File: src/rtl/bbx_pkg.sv
package bbx_pkg;

    localparam int ADDR_W = 16;
    localparam int STEP_W = 4;
    localparam int OFS_W  = 6;
    localparam int FUNC_W = 5;
    localparam int DISP_W = 3;

    typedef enum logic [FUNC_W-1:0] {
        FN_IDLE    = 5'o00,
        FN_LD_STEP = 5'o24,
        FN_LD_SRC  = 5'o25,
        FN_LD_DST  = 5'o26,
        FN_LD_ADDR = 5'o33
    } func_e;

    typedef struct packed {
        logic addr;
        logic step;
        logic src;
        logic dst;
    } load_t;

    // Branch code: 3 outside the special phase, else 7 minus {src_last, dst_last}
    function automatic logic [DISP_W-1:0] disp_code(input logic phase,
                                                     input logic src_last,
                                                     input logic dst_last);
        if (!phase)
            return 3'd3;
        return 3'd7 - {1'b0, src_last, dst_last};
    endfunction

endpackage

File: src/rtl/bbx_func_dec.sv
module bbx_func_dec
    import bbx_pkg::*;
#(
    parameter int FW = FUNC_W
) (
    input  logic [FW-1:0] func_i,
    output load_t         ld_o
);

    always_comb begin
        ld_o = '0;
        case (func_e'(func_i))
            FN_LD_ADDR: ld_o.addr = 1'b1;
            FN_LD_STEP: ld_o.step = 1'b1;
            FN_LD_SRC:  ld_o.src  = 1'b1;
            FN_LD_DST:  ld_o.dst  = 1'b1;
            default:    ld_o      = '0;
        endcase
    end

endmodule

File: src/rtl/bbx_stride_add.sv
module bbx_stride_add #(
    parameter int W  = 16,
    parameter int SW = 4
) (
    input  logic [W-1:0]  acc_i,
    input  logic [SW-1:0] step_i,
    output logic [W-1:0]  sum_o
);

    // Wrap-around sum of accumulator, stride and the implicit one
    assign sum_o = acc_i + W'(step_i) + W'(1);

endmodule

File: src/rtl/bbx_step_regs.sv
module bbx_step_regs
    import bbx_pkg::*;
#(
    parameter int AW = ADDR_W,
    parameter int SW = STEP_W,
    parameter int OW = OFS_W
) (
    input  logic          clk,
    input  logic          rst,
    input  load_t         ld_i,
    input  logic [AW-1:0] din_i,
    input  logic          adv_i,
    output logic [AW-1:0] addr_o,
    output logic [SW-1:0] step_o,
    output logic [OW-1:0] src_o,
    output logic [OW-1:0] dst_o
);

    localparam int N_OFS = 2;

    logic [AW-1:0] addr_r;
    logic [AW-1:0] addr_nxt;
    logic [SW-1:0] step_r;

    bbx_stride_add #(.W(AW), .SW(SW)) u_addr_add (
        .acc_i  (addr_r),
        .step_i (step_r),
        .sum_o  (addr_nxt)
    );

    always_ff @(posedge clk) begin
        if (rst)
            addr_r <= '0;
        else if (ld_i.addr)
            addr_r <= din_i;
        else if (adv_i)
            addr_r <= addr_nxt;
    end

    always_ff @(posedge clk) begin
        if (rst)
            step_r <= '0;
        else if (ld_i.step)
            step_r <= din_i[SW-1:0];
    end

    // One offset lane per index: 0 = source, 1 = destination
    for (genvar g = 0; g < N_OFS; g++) begin : g_ofs
        logic [OW-1:0] q_r;
        logic [OW-1:0] nxt;
        logic          ld_this;

        assign ld_this = (g == 0) ? ld_i.src : ld_i.dst;

        bbx_stride_add #(.W(OW), .SW(SW)) u_add (
            .acc_i  (q_r),
            .step_i (step_r),
            .sum_o  (nxt)
        );

        always_ff @(posedge clk) begin
            if (rst)
                q_r <= '0;
            else if (ld_this)
                q_r <= din_i[OW-1:0];
            else if (adv_i)
                q_r <= nxt;
        end
    end

    assign addr_o = addr_r;
    assign step_o = step_r;
    assign src_o  = g_ofs[0].q_r;
    assign dst_o  = g_ofs[1].q_r;

endmodule

File: src/rtl/bbx_readout.sv
module bbx_readout
    import bbx_pkg::*;
#(
    parameter int AW = ADDR_W,
    parameter int OW = OFS_W
) (
    input  logic [AW-1:0]     addr_i,
    input  logic [OW-1:0]     src_i,
    input  logic [OW-1:0]     dst_i,
    input  logic              rd_addr_i,
    input  logic              rd_ofs_i,
    output logic [AW-1:0]     res_o,
    output logic [DISP_W-1:0] disp_o
);

    localparam int PACK_W = 2 * OW;

    always_comb begin
        res_o = '0;
        if (rd_addr_i) begin
            res_o = addr_i;
        end else if (rd_ofs_i) begin
            res_o[PACK_W-1:OW] = dst_i;
            res_o[OW-1:0]      = src_i;
        end
    end

    assign disp_o = disp_code(addr_i[AW-1], &src_i, &dst_i);

endmodule

File: src/rtl/bbx_step_unit.sv
module bbx_step_unit
    import bbx_pkg::*;
#(
    parameter int AW = ADDR_W,
    parameter int SW = STEP_W,
    parameter int OW = OFS_W,
    parameter int FW = FUNC_W
) (
    input  logic              clk,
    input  logic              rst,
    input  logic [FW-1:0]     func_i,
    input  logic [AW-1:0]     din_i,
    input  logic              adv_i,
    input  logic              rd_addr_i,
    input  logic              rd_ofs_i,
    output logic [AW-1:0]     res_o,
    output logic [DISP_W-1:0] disp_o
);

    load_t         ld;
    logic [AW-1:0] addr_q;
    logic [SW-1:0] step_q;
    logic [OW-1:0] src_q;
    logic [OW-1:0] dst_q;

    bbx_func_dec #(.FW(FW)) u_dec (
        .func_i (func_i),
        .ld_o   (ld)
    );

    bbx_step_regs #(.AW(AW), .SW(SW), .OW(OW)) u_regs (
        .clk    (clk),
        .rst    (rst),
        .ld_i   (ld),
        .din_i  (din_i),
        .adv_i  (adv_i),
        .addr_o (addr_q),
        .step_o (step_q),
        .src_o  (src_q),
        .dst_o  (dst_q)
    );

    bbx_readout #(.AW(AW), .OW(OW)) u_rd (
        .addr_i    (addr_q),
        .src_i     (src_q),
        .dst_i     (dst_q),
        .rd_addr_i (rd_addr_i),
        .rd_ofs_i  (rd_ofs_i),
        .res_o     (res_o),
        .disp_o    (disp_o)
    );

endmodule

File: config.mk
export PLATFORM = sky130hd
export DESIGN_NAME = bbx_step_unit
export DESIGN_NICKNAME = d
export VERILOG_FILES = /design/src/rtl/bbx_pkg.sv /design/src/rtl/bbx_func_dec.sv /design/src/rtl/bbx_stride_add.sv /design/src/rtl/bbx_step_regs.sv /design/src/rtl/bbx_readout.sv /design/src/rtl/bbx_step_unit.sv
export SDC_FILE = /design/constraint.sdc
export NUM_CORES = 1
export LEC_CHECK = 0
export BUFFER_PORTS_ARGS = -buffer_cell sky130_fd_sc_hd__buf_2
export CORE_UTILIZATION = 50
export CTS_CLUSTER_DIAMETER = 60
export DETAILED_ROUTE_END_ITERATION = 8
export GPL_ROUTABILITY_DRIVEN = 0
export PLACE_DENSITY = 0.83
export SYNTH_ARGS = -nofsm -noshare
export SYNTH_HDL_FRONTEND = slang
export SYNTH_SLANG_ARGS = --single-unit
File: constraint.sdc
create_clock -name clk -period 2.36 [get_ports clk]
set_input_delay 0.236 -clock clk [delete_from_list [all_inputs] [get_ports clk]]
set_output_delay 0.236 -clock clk [all_outputs]
set_load 0.01 [all_outputs]
==> metrics.csv <==
metric,value,unit
status,"complete, no violations",
H-tree depth,2,
Synth Area in Compound Gates,0.2398,
largest cells by area after synthesis,"dfxtp_1 28%, a211oi_2 9.4%, nor2_1 6.8%, ha_1 6.6%, nand2_1 6.0%",
Post-Synth XOR/XNOR Area,0.07332,
clock buffer depth,2,
asr flop ratio synth,0,
most frequent cells in the layout,"44 x buf_2, 41 x nor2_1, 36 x nand2_1",
post-cts sizing count,0,
vias per cell,5.653,
clk sinks,32,
Core ar.,4354,sq um
clk slew on worst S/H paths,0.07,ns
RSZ-0062 raised after global routing,false,
"commonest non-fill, non-tap cell in the layout",buf_2,
Post-Route WL,5.491,mm
Fin Setup TNS,0,ns
crit path max fanout,7,
largest net degree at the start of global routing,33,
area of the multi-input gates,1513,sq um
DRC viols,0,
Adder-Cell Fraction of Synth Area,0.09261,
first-pass GRT wire length,8.949,mm
Final min period,1.971,ns
share of cells above drive strength 1,0.2366,
per-cell routed wire length,14.88,microns
Syn Area/Cell,8.164,sq um
LEAKAGE,1.056,nW
post-synth top area share,0.2822,
worst rel slew slack,0.4524,
Die X,69.38,microns
Synth Cell Area,2270,sq um
die footprint,4813,sq um
Clock Skew,0.007092,ns
final-report max-slew violation count,0,
final-stage net count,357,
synth unique cells,40,
Final setup viols,0,
Pwr per Cell Area,475.8,nW/um^2
f_max,507.4,MHz
final hold vios,0,
largest family of logic cells by synthesized area,compound AO/OA/AOI/OAI gates,
CTS root buf,clkbuf_8,
Simple-Gate Fraction of Synth Area,0.2078,
Worst-Margin Slew,0.8214,ns
Critical Path AT,2.11,ns
vias in the first global route,1851,
class of the worst hold path,in -> reg,
Ys Warns,0,
Storage cell area,640.6,sq um
Worst Path Required,2.50,ns
CP startpoint kind,flip-flop,
Synth Register Bits,32,
P&R area growth vs syn,13.89,%
"Hold-fix buffers, CTS",0,
fill cell count,423,
cell taking the most area after synthesis,dfxtp_1,
"Clk Latency, worst-skew pair",0.29,ns
1st-iter DRT viols,93,
drt pass-1 iters,4,
Worst Setup End Kind,flip-flop,
dpl hpwl,3.910,mm
crit path kind,reg -> reg,
via count,2086,
initial antenna violation count,0,
total grt overflow,0,
Synth Net Count,319,
Post-Syn Instances,278,
Starting Density,0.5213,
Post-synth EDFFs,0,
"Setup Fix Bufs, Post-CTS",0,
Final Cell Area,2585,sq um
mux share of post-synthesis cell area,0.05292,
Placed Area,2495,sq um
ant diodes,0,
Num CTS Buffers,5,
Die Ht,69.38,microns
Rows,24,
post-route ant nets,0,
TritonCTS clock tree,built,
Worst VDD drop,340.4,uV
Final Cycle Share,0.8352,
Top-Level Pins,45,
top_reg_cell synth,dfxtp_1,
max capacitance violation total,0,
GR Util All Layers,0.2361,
Buffers on Ports,44,
final hold slack,0.2220,ns
sequential share of the synthesized area,0.2822,
flip-flops by register name, indices dropped and copies added (netlist names):
| register | flops |
|---|---|
| u_regs.dst_o | 6 |
| u_regs.addr_o | 16 |
| u_regs.step_o | 4 |
| u_regs.src_o | 6 |
layer usage:
metal	part of all wire	vias to the layer above	global-route usage	routed length [microns]
li1	-	1048	-	-
met3	0.046	5	0.06105	251
met4	0.0053	0	0.06122	29
met5	0	-	0	0
met1	0.48	968	0.3211	2621
met2	0.47	65	0.3722	2588
critical path: stages, from the launching register on:
cell	delay, ns
dfxtp_1	0.52
ha_1	0.30
nor2b_1	0.15
o31a_4	0.32
o2111ai_1	0.24
xor2_1	0.20
a211oi_2	0.08
Yosys cell counts (2+ instances only):
| cell | instances |
|---|---|
| a211oi_1 | 3 |
| a211oi_2 | 17 |
| a21oi_1 | 15 |
| and2_1 | 4 |
| and3_1 | 2 |
| and4_1 | 2 |
| buf_2 | 3 |
| buf_4 | 2 |
| clkbuf_1 | 9 |
| dfxtp_1 | 32 |
| fa_1 | 3 |
| ha_1 | 12 |
| inv_1 | 11 |
| mux2i_1 | 12 |
| nand2_1 | 36 |
| nand2b_1 | 2 |
| nand3_1 | 3 |
| nand4_1 | 4 |
| nor2_1 | 41 |
| nor2b_1 | 3 |
| o2111ai_1 | 3 |
| o211ai_1 | 5 |
| o21ai_0 | 20 |
| xnor2_1 | 10 |
| xor2_1 | 9 |
report_power, final:
part	switching, mW	internal (mW)	total, mW
combinational	0.107	0.0845	0.192
sequential	0.0303	0.564	0.594
clock	0.207	0.238	0.444
stage by stage:
step	util	instances	setup WS (ns)	power [mW]
after floorplan	-	278	0.5656	0.7288
after global placement	0.5730	361	0.4758	0.7897
after detailed placement	0.5730	361	0.4297	0.7966
after CTS	0.5937	369	0.3764	1.234
after global routing	0.5937	369	0.2496	1.291
final	0.5937	369	0.3890	1.230
layout make-up:
cell class | instances | share of cell area
Tap cell | 52 | 0.02517
Clock buffer | 8 | 0.03485
Sequential cell | 32 | 0.2478
Multi-Input combinational cell | 220 | 0.5852
Inverter | 11 | 0.01597
Timing Repair Buffer | 46 | 0.09100
path summary, 6_finish.rpt:
| check | startpoint | end | slack [ns] | depth (start not counted) |
|---|---|---|---|---|
| worst max-delay path | u_regs.step_o[1] | u_regs.addr_o[9] | 0.39 | 6 |
| worst min-delay path | din_i[2] | u_regs.addr_o[2] | 0.22 | 3 |
| worst max register to register | u_regs.step_o[1] | u_regs.addr_o[9] | 0.39 | 6 |
| worst min register to register | u_regs.step_o[0] | u_regs.step_o[0] | 0.51 | 2 |
cell families (layout without fill, tap and decap cells):
group / Yosys count / in the layout
simple gates: 104 / 104
mux: 12 / 12
xor+xnor: 19 / 19
fa+ha+maj: 15 / 15
buf+inv: 26 / 65
compound gates: 70 / 70
flops: 32 / 32
Power figures use the tool's default switching activity.
